==> config.mk <==
export PLATFORM = sky130hd
export DESIGN_NAME = autobaud_ack
export DESIGN_NICKNAME = d
export VERILOG_FILES = /design/src/rtl/abd_pkg.sv /design/src/rtl/abd_rx_sync.sv /design/src/rtl/abd_div_calc.sv /design/src/rtl/abd_ack_tx.sv /design/src/rtl/autobaud_ack.sv
export SDC_FILE = /design/constraint.sdc
export NUM_CORES = 1
export LEC_CHECK = 0
export BUFFER_PORTS_ARGS = -buffer_cell sky130_fd_sc_hd__buf_2
export CAP_MARGIN = 20
export CELL_PAD_IN_SITES_DETAIL_PLACEMENT = 1
export CELL_PAD_IN_SITES_GLOBAL_PLACEMENT = 1
export CORE_MARGIN = 10
export CORE_UTILIZATION = 48
export DETAILED_ROUTE_END_ITERATION = 8
export PLACE_DENSITY_LB_ADDON = 0.08
export SYNTH_ARGS = -nofsm -noshare
export SYNTH_HDL_FRONTEND = slang
export SYNTH_SLANG_ARGS = --single-unit
==> constraint.sdc <==
create_clock -name clk -period 9.5 [get_ports clk]
set_input_delay 1.9 -clock clk [delete_from_list [all_inputs] [get_ports clk]]
set_output_delay 1.9 -clock clk [all_outputs]
set_load 0.02 [all_outputs]
==> src/rtl/abd_pkg.sv <==
// Package: shared constants and state type for the autobaud front end.
// Assumes 8N1 framing and 16x oversampling for the divisor.
package abd_pkg;
    localparam int OVS_LG        = 4;
    localparam int OVS           = 1 << OVS_LG;
    localparam int SYNC_LOW_BITS = 7;
    localparam int FRAME_BITS    = 10;
    localparam logic [7:0] ACK_HEAD = 8'hBF;
    localparam logic [7:0] ACK_TAIL = 8'h00;

    typedef enum logic [1:0] {
        ST_HUNT = 2'd0,
        ST_MEAS = 2'd1,
        ST_ACK  = 2'd2,
        ST_IDLE = 2'd3
    } abd_state_t;
endpackage

==> src/rtl/abd_rx_sync.sv <==
// Module: brings the asynchronous receive line into the clock domain.
// Assumes the line idles high, so every stage resets to 1.
module abd_rx_sync #(
    parameter int STAGES = 2
) (
    input  logic clk,
    input  logic rst_n,
    input  logic rx_async,
    output logic rx_sync
);
    logic [STAGES-1:0] shreg;

    // Shift the line through the synchronizer chain.
    always_ff @(posedge clk) begin
        if (!rst_n) shreg <= '1;
        else        shreg <= {shreg[STAGES-2:0], rx_async};
    end

    assign rx_sync = shreg[STAGES-1];
endmodule

==> src/rtl/abd_div_calc.sv <==
// Module: turns a low-span clock count into a rounded 16x divisor.
// Assumes CNT_W is wider than DIV_W. The result is clamped to 1..2^DIV_W-1.
module abd_div_calc
    import abd_pkg::*;
#(
    parameter int CNT_W = 24,
    parameter int DIV_W = 16
) (
    input  logic [CNT_W-1:0] low_cnt,
    output logic [DIV_W-1:0] divisor
);
    localparam int SPAN = SYNC_LOW_BITS * OVS;
    localparam logic [CNT_W:0] SPAN_C = (CNT_W+1)'(SPAN);
    localparam logic [CNT_W:0] HALF_C = (CNT_W+1)'(SPAN / 2);
    localparam logic [CNT_W:0] MAXD_C = (CNT_W+1)'({DIV_W{1'b1}});

    logic [CNT_W:0] biased;
    logic [CNT_W:0] quot;

    // Divide by the constant span with round-to-nearest, then clamp.
    always_comb begin
        biased = {1'b0, low_cnt} + HALF_C;
        quot   = biased / SPAN_C;
        if (quot == '0)          divisor = DIV_W'(1);
        else if (quot > MAXD_C)  divisor = {DIV_W{1'b1}};
        else                     divisor = quot[DIV_W-1:0];
    end
endmodule

==> src/rtl/abd_ack_tx.sv <==
// Module: 8N1 transmitter that sends NBYTES payload bytes back to back.
// Assumes bit_len stays constant while busy and is at least 2.
// Byte 0 of the payload goes out first.
module abd_ack_tx
    import abd_pkg::*;
#(
    parameter int NBYTES = 4,
    parameter int TMR_W  = 20
) (
    input  logic                  clk,
    input  logic                  rst_n,
    input  logic                  abort,
    input  logic                  start,
    input  logic [TMR_W-1:0]      bit_len,
    input  logic [8*NBYTES-1:0]   payload,
    output logic                  txd,
    output logic                  finish
);
    localparam int BI_W = (NBYTES > 1) ? $clog2(NBYTES) : 1;

    logic             busy;
    logic [TMR_W-1:0] tmr;
    logic [3:0]       bit_i;
    logic [BI_W-1:0]  byte_i;
    logic [7:0]       bytes [NBYTES];
    logic [7:0]       cur;
    logic [2:0]       dsel;
    logic             frame_bit;
    logic             wrap;

    // Split the payload into individual bytes.
    for (genvar g = 0; g < NBYTES; g++) begin : g_bytes
        assign bytes[g] = payload[8*g +: 8];
    end

    // Choose the line level for the current frame position.
    always_comb begin
        cur  = bytes[byte_i];
        dsel = bit_i[2:0] - 3'd1;
        if (bit_i == 4'd0)                    frame_bit = 1'b0;
        else if (bit_i == 4'(FRAME_BITS - 1)) frame_bit = 1'b1;
        else                                  frame_bit = cur[dsel];
    end

    assign wrap   = busy && (tmr == bit_len - 1'b1);
    assign finish = wrap && (bit_i == 4'(FRAME_BITS - 1)) && (byte_i == BI_W'(NBYTES - 1));
    assign txd    = busy ? frame_bit : 1'b1;

    // Step the bit timer, the bit index and the byte index.
    always_ff @(posedge clk) begin
        if (!rst_n || abort) begin
            busy   <= 1'b0;
            tmr    <= '0;
            bit_i  <= '0;
            byte_i <= '0;
        end else if (!busy) begin
            if (start) begin
                busy   <= 1'b1;
                tmr    <= '0;
                bit_i  <= '0;
                byte_i <= '0;
            end
        end else if (wrap) begin
            tmr <= '0;
            if (bit_i == 4'(FRAME_BITS - 1)) begin
                bit_i <= '0;
                if (finish) busy <= 1'b0;
                else        byte_i <= byte_i + 1'b1;
            end else begin
                bit_i <= bit_i + 4'd1;
            end
        end else begin
            tmr <= tmr + 1'b1;
        end
    end
endmodule

==> src/rtl/autobaud_ack.sv <==
// Module: measures the sync character's low span, captures the divisor and
// sends the four-byte acknowledgement. host_wait stays high until the
// acknowledgement is done. Assumes the host sends 0x40 in 8N1 framing.
module autobaud_ack
    import abd_pkg::*;
#(
    parameter int CNT_W   = 24,
    parameter int DIV_W   = 16,
    parameter int MIN_LOW = 16,
    parameter int SYNC_FF = 2
) (
    input  logic       clk,
    input  logic       rst_n,
    input  logic       rearm,
    input  logic       rx_in,
    output logic       tx_out,
    output logic [7:0] div_lo,
    output logic [7:0] div_hi,
    output logic       locked,
    output logic       host_wait
);
    localparam int TMR_W = DIV_W + OVS_LG;

    abd_state_t       state;
    logic             rx_s;
    logic [CNT_W-1:0] cnt;
    logic [DIV_W-1:0] div_q;
    logic [DIV_W-1:0] div_new;
    logic             locked_q;
    logic             wait_q;
    logic             tx_start;
    logic             tx_finish;

    abd_rx_sync #(.STAGES(SYNC_FF)) u_sync (
        .clk(clk), .rst_n(rst_n), .rx_async(rx_in), .rx_sync(rx_s)
    );

    abd_div_calc #(.CNT_W(CNT_W), .DIV_W(DIV_W)) u_div (
        .low_cnt(cnt), .divisor(div_new)
    );

    abd_ack_tx #(.NBYTES(4), .TMR_W(TMR_W)) u_tx (
        .clk(clk), .rst_n(rst_n), .abort(rearm), .start(tx_start),
        .bit_len({div_q, OVS_LG'(0)}),
        .payload({ACK_TAIL, div_q[15:8], div_q[7:0], ACK_HEAD}),
        .txd(tx_out), .finish(tx_finish)
    );

    // Sequence through hunt, measure, acknowledge and idle.
    always_ff @(posedge clk) begin
        if (!rst_n) begin
            state    <= ST_HUNT;
            cnt      <= '0;
            div_q    <= '0;
            locked_q <= 1'b0;
            wait_q   <= 1'b1;
            tx_start <= 1'b0;
        end else begin
            tx_start <= 1'b0;
            if (rearm) begin
                state    <= ST_HUNT;
                cnt      <= '0;
                div_q    <= '0;
                locked_q <= 1'b0;
                wait_q   <= 1'b1;
            end else begin
                case (state)
                    ST_HUNT: if (!rx_s) begin
                        cnt   <= CNT_W'(1);
                        state <= ST_MEAS;
                    end
                    ST_MEAS: if (!rx_s) begin
                        if (cnt != {CNT_W{1'b1}}) cnt <= cnt + 1'b1;
                    end else if (cnt < CNT_W'(MIN_LOW)) begin
                        state <= ST_HUNT;
                    end else begin
                        div_q    <= div_new;
                        locked_q <= 1'b1;
                        tx_start <= 1'b1;
                        state    <= ST_ACK;
                    end
                    ST_ACK: if (tx_finish) begin
                        wait_q <= 1'b0;
                        state  <= ST_IDLE;
                    end
                    default: ;
                endcase
            end
        end
    end

    assign div_lo    = div_q[7:0];
    assign div_hi    = div_q[15:8];
    assign locked    = locked_q;
    assign host_wait = wait_q;
endmodule

==> metrics.csv <==
metric,value,unit
Setup WS pre-CTS,0.6184,ns
WL per Instance,20.38,um
synthesized area,6822,sq um
Post-DP HPWL,16740,um
cell accounting for the most synthesized area,dfxtp_1,
Overflow after GRT,0,
Post-Synth Simple-Gate Area,0.2882,
Clock Tree Buf Depth,2,
Worst EP arrival,9.00,ns
ranking of synthesized cells by area,"dfxtp_1 22%, nor2_1 5.4%, a21oi_1 5.0%",
row count,43,
TritonCTS buffer count,9,
Worst Hold Launch,u_sync.shreg[0],
first-pass GRT wire length,36250,um
Worst-Margin Slew,1.098,ns
gr usage total,0.2176,
post-synthesis compound-gate area fraction,0.3014,
met3 wire len,1078,um
Resized cells post-CTS,0,
I/O Pins,23,
CTS tree,done,
asr flop ratio synth,0,
die footprint,19380,sq um
reg2reg start,cnt[3],
Inserted Diodes,0,
vias per cell,6.581,
port buffer count,22,
Worst path max stage delay,0.69,ns
CP top delay family,simple AND/OR/NAND/NOR gates,
Clock Latency Late Sink,0.35,ns
Synth Area in XOR/XNOR,0.09483,
Worst Setup Path Type,reg -> reg,
buffers plus inverters on the worst setup path,1,
YS warnings,0,
synth cell count leaders,"99 x nor2_1, 74 x dfxtp_1, 68 x a21oi_1, 62 x o21ai_0, 51 x nand2_1",
Tightest Hold Check Type,reg -> reg,
sequential share of the synthesized area,0.2172,
H-Tree Level Count,3,
setup TNS,0,ns
most common cell in the netlist,nor2_1,
Setup Buffers After CTS,0,
CTS sink count,74,
Layout area overhead,6.585,%
worst clock skew,0.01166,ns
Main synth FF type,dfxtp_1,
vias,7127,
post-synth top area share,0.2172,
Power Density,92.70,nW/um^2
initial antenna violation count,0,
Post-Syn Instances,911,
final WL,22080,um
Post-synth EDFFs,0,
DR top layer,met4,
crit start category,register,
worst vdd ir,77.13,uV
vias in the first global route,6918,
minimum clock period,8.715,ns
"share of synthesized cell area in full adder, half adder and majority cells",0.03045,
layout cell share with drive strength beyond 1,0.1041,
Nets,917,
fin crit share,0.9173,
post-synthesis cell type count,96,
DRT Pass-1 Iters,5,
largest net degree at the start of global routing,43,
First DRT Iteration DRCs,577,
Synth Register Bits,74,
final slew viol count,0,
initial core utilization,0.4914,
RSZ-0062 raised after global routing,no,
CP endpoint kind,register,
syn_nets,930,
Root Buffer Master,clkbuf_16,
Mapped Avg Cell Area,7.488,sq um
Placer Congestion,0.8846,
mux cell area share after synthesis,0.02183,
drc violations,0,
"Hold-fix buffers, CTS",0,
status,finished clean,
Metal-1 WL,10610,um
met2 wire length,10000,um
worst relative slew slack,0.2625,
cell leakage power,2.558,nW
max_cap viols,0,
antenna-violating nets left,0,
Slowest cell on crit path,or4_1,
CP startpoint,cnt[3],
Core Area,13880,sq um
final worst-path setup slack,0.7852,ns
"Hold Vio Cnt, Final",0,
die height,139.2,um
Clock Pin Slew Worst Setup and Hold Paths,0.06,ns
Achievable Freq,0.1147,GHz
largest family of logic cells by synthesized area,compound AO/OA/AOI/OAI gates,
CP Max Fanout,12,
CP required,9.78,ns
final setup violation count,0,
Die Wd,139.2,um
==> stage by stage <==
step	instances	hold slack (ns)	util	instance area, sq um	power, mW
after detailed placement	1066	0.4074	0.4999	6939	0.3290
after global placement	1066	0.3933	0.4999	6939	0.3284
after CTS	1082	0.4194	0.5211	7233	0.6774
final	1083	0.4119	0.5238	7271	0.6740
after floorplan	911	0.3863	-	6822	0.3255
after global routing	1083	0.4373	0.5238	7271	0.6916
==> flip-flops by register name, indices dropped and copies added (netlist names) <==
register / flops
u_tx.bit_i: 4
div_q: 16
u_sync.shreg: 2
state: 2
tx_start: 1
u_tx.tmr: 20
host_wait: 1
u_tx.busy: 1
u_tx.byte_i: 2
locked: 1
cnt: 24
==> final timing paths <==
kind                                   endpoint  slack [ns]  cells past startpoint
worst min register to register  u_sync.shreg[1]        0.41                      1
worst max-delay path                   div_q[0]        0.79                     26
worst max register to register         div_q[0]        0.79                     26
worst min-delay path            u_sync.shreg[1]        0.41                      1
==> cell type report <==
| cell class | count | area (sq um) |
|---|---|---|
| Sequential cell | 74 | 1481 |
| Inverter | 20 | 75.07 |
| Tap cell | 180 | 225.2 |
| Clock buffer | 10 | 229.0 |
| Multi-Input combinational cell | 767 | 5035 |
| Fill cell | 1752 | 6610 |
| Timing Repair Buffer | 26 | 160.2 |
| Clock inverter | 6 | 65.06 |
==> layer usage <==
metal,GRT usage,up-vias
met5,0,-
met4,0.06919,0
met2,0.3337,190
met3,0.03505,24
li1,-,3417
met1,0.3030,3496
==> power breakdown <==
part / switching (mW) / total (mW) / leakage, nW / internal (mW)
Clock: 0.148 / 0.352 / 0.143 / 0.204
Sequential: 0.000577 / 0.311 / 0.596 / 0.311
Combinational: 0.00779 / 0.0105 / 1.82 / 0.00272
Total: 0.156 / 0.674 / 2.56 / 0.518
==> cells by family (layout without fill, tap and decap cells) <==
group,after synthesis,after routing
and+or+nand+nor,373,373
AOI/OAI and AO/OA,293,293
DFF,74,74
xor gates and xnor gates,73,73
buffers and inverters,70,62
adders and majority gates,17,17
muxes,11,11
==> worst reg2reg max path: cells and delay by family, from the launching register on <==
family / cells / cell delay [ns]
AND/OR/NAND/NOR: 13 / 4.29
AO/OA/AOI/OAI: 10 / 3.16
flip-flops: 1 / 0.46
multiplexers: 1 / 0.35
adder cells (fa/ha/maj): 1 / 0.24
buffers and inverters: 1 / 0.12
==> layout by cell type (no fill, tap or decap), drive strengths merged, types with 14 or more instances in the layout <==
cell    synthesis  layout
o22ai          17      17
nand2          53      53
xor2           35      35
nor3           35      35
nor2          100     100
a31oi          14      14
and3           34      34
nor3b          16      16
nor4           15      15
o21ai          70      70
dfxtp          74      74
or3            15      15
inv            18      19
a21oi          71      71
xnor2          38      38
ha             15      15
nand3          41      41
a211oi         14      14
nand4          19      19
buf            25      26
Power figures use the tool's default switching activity.
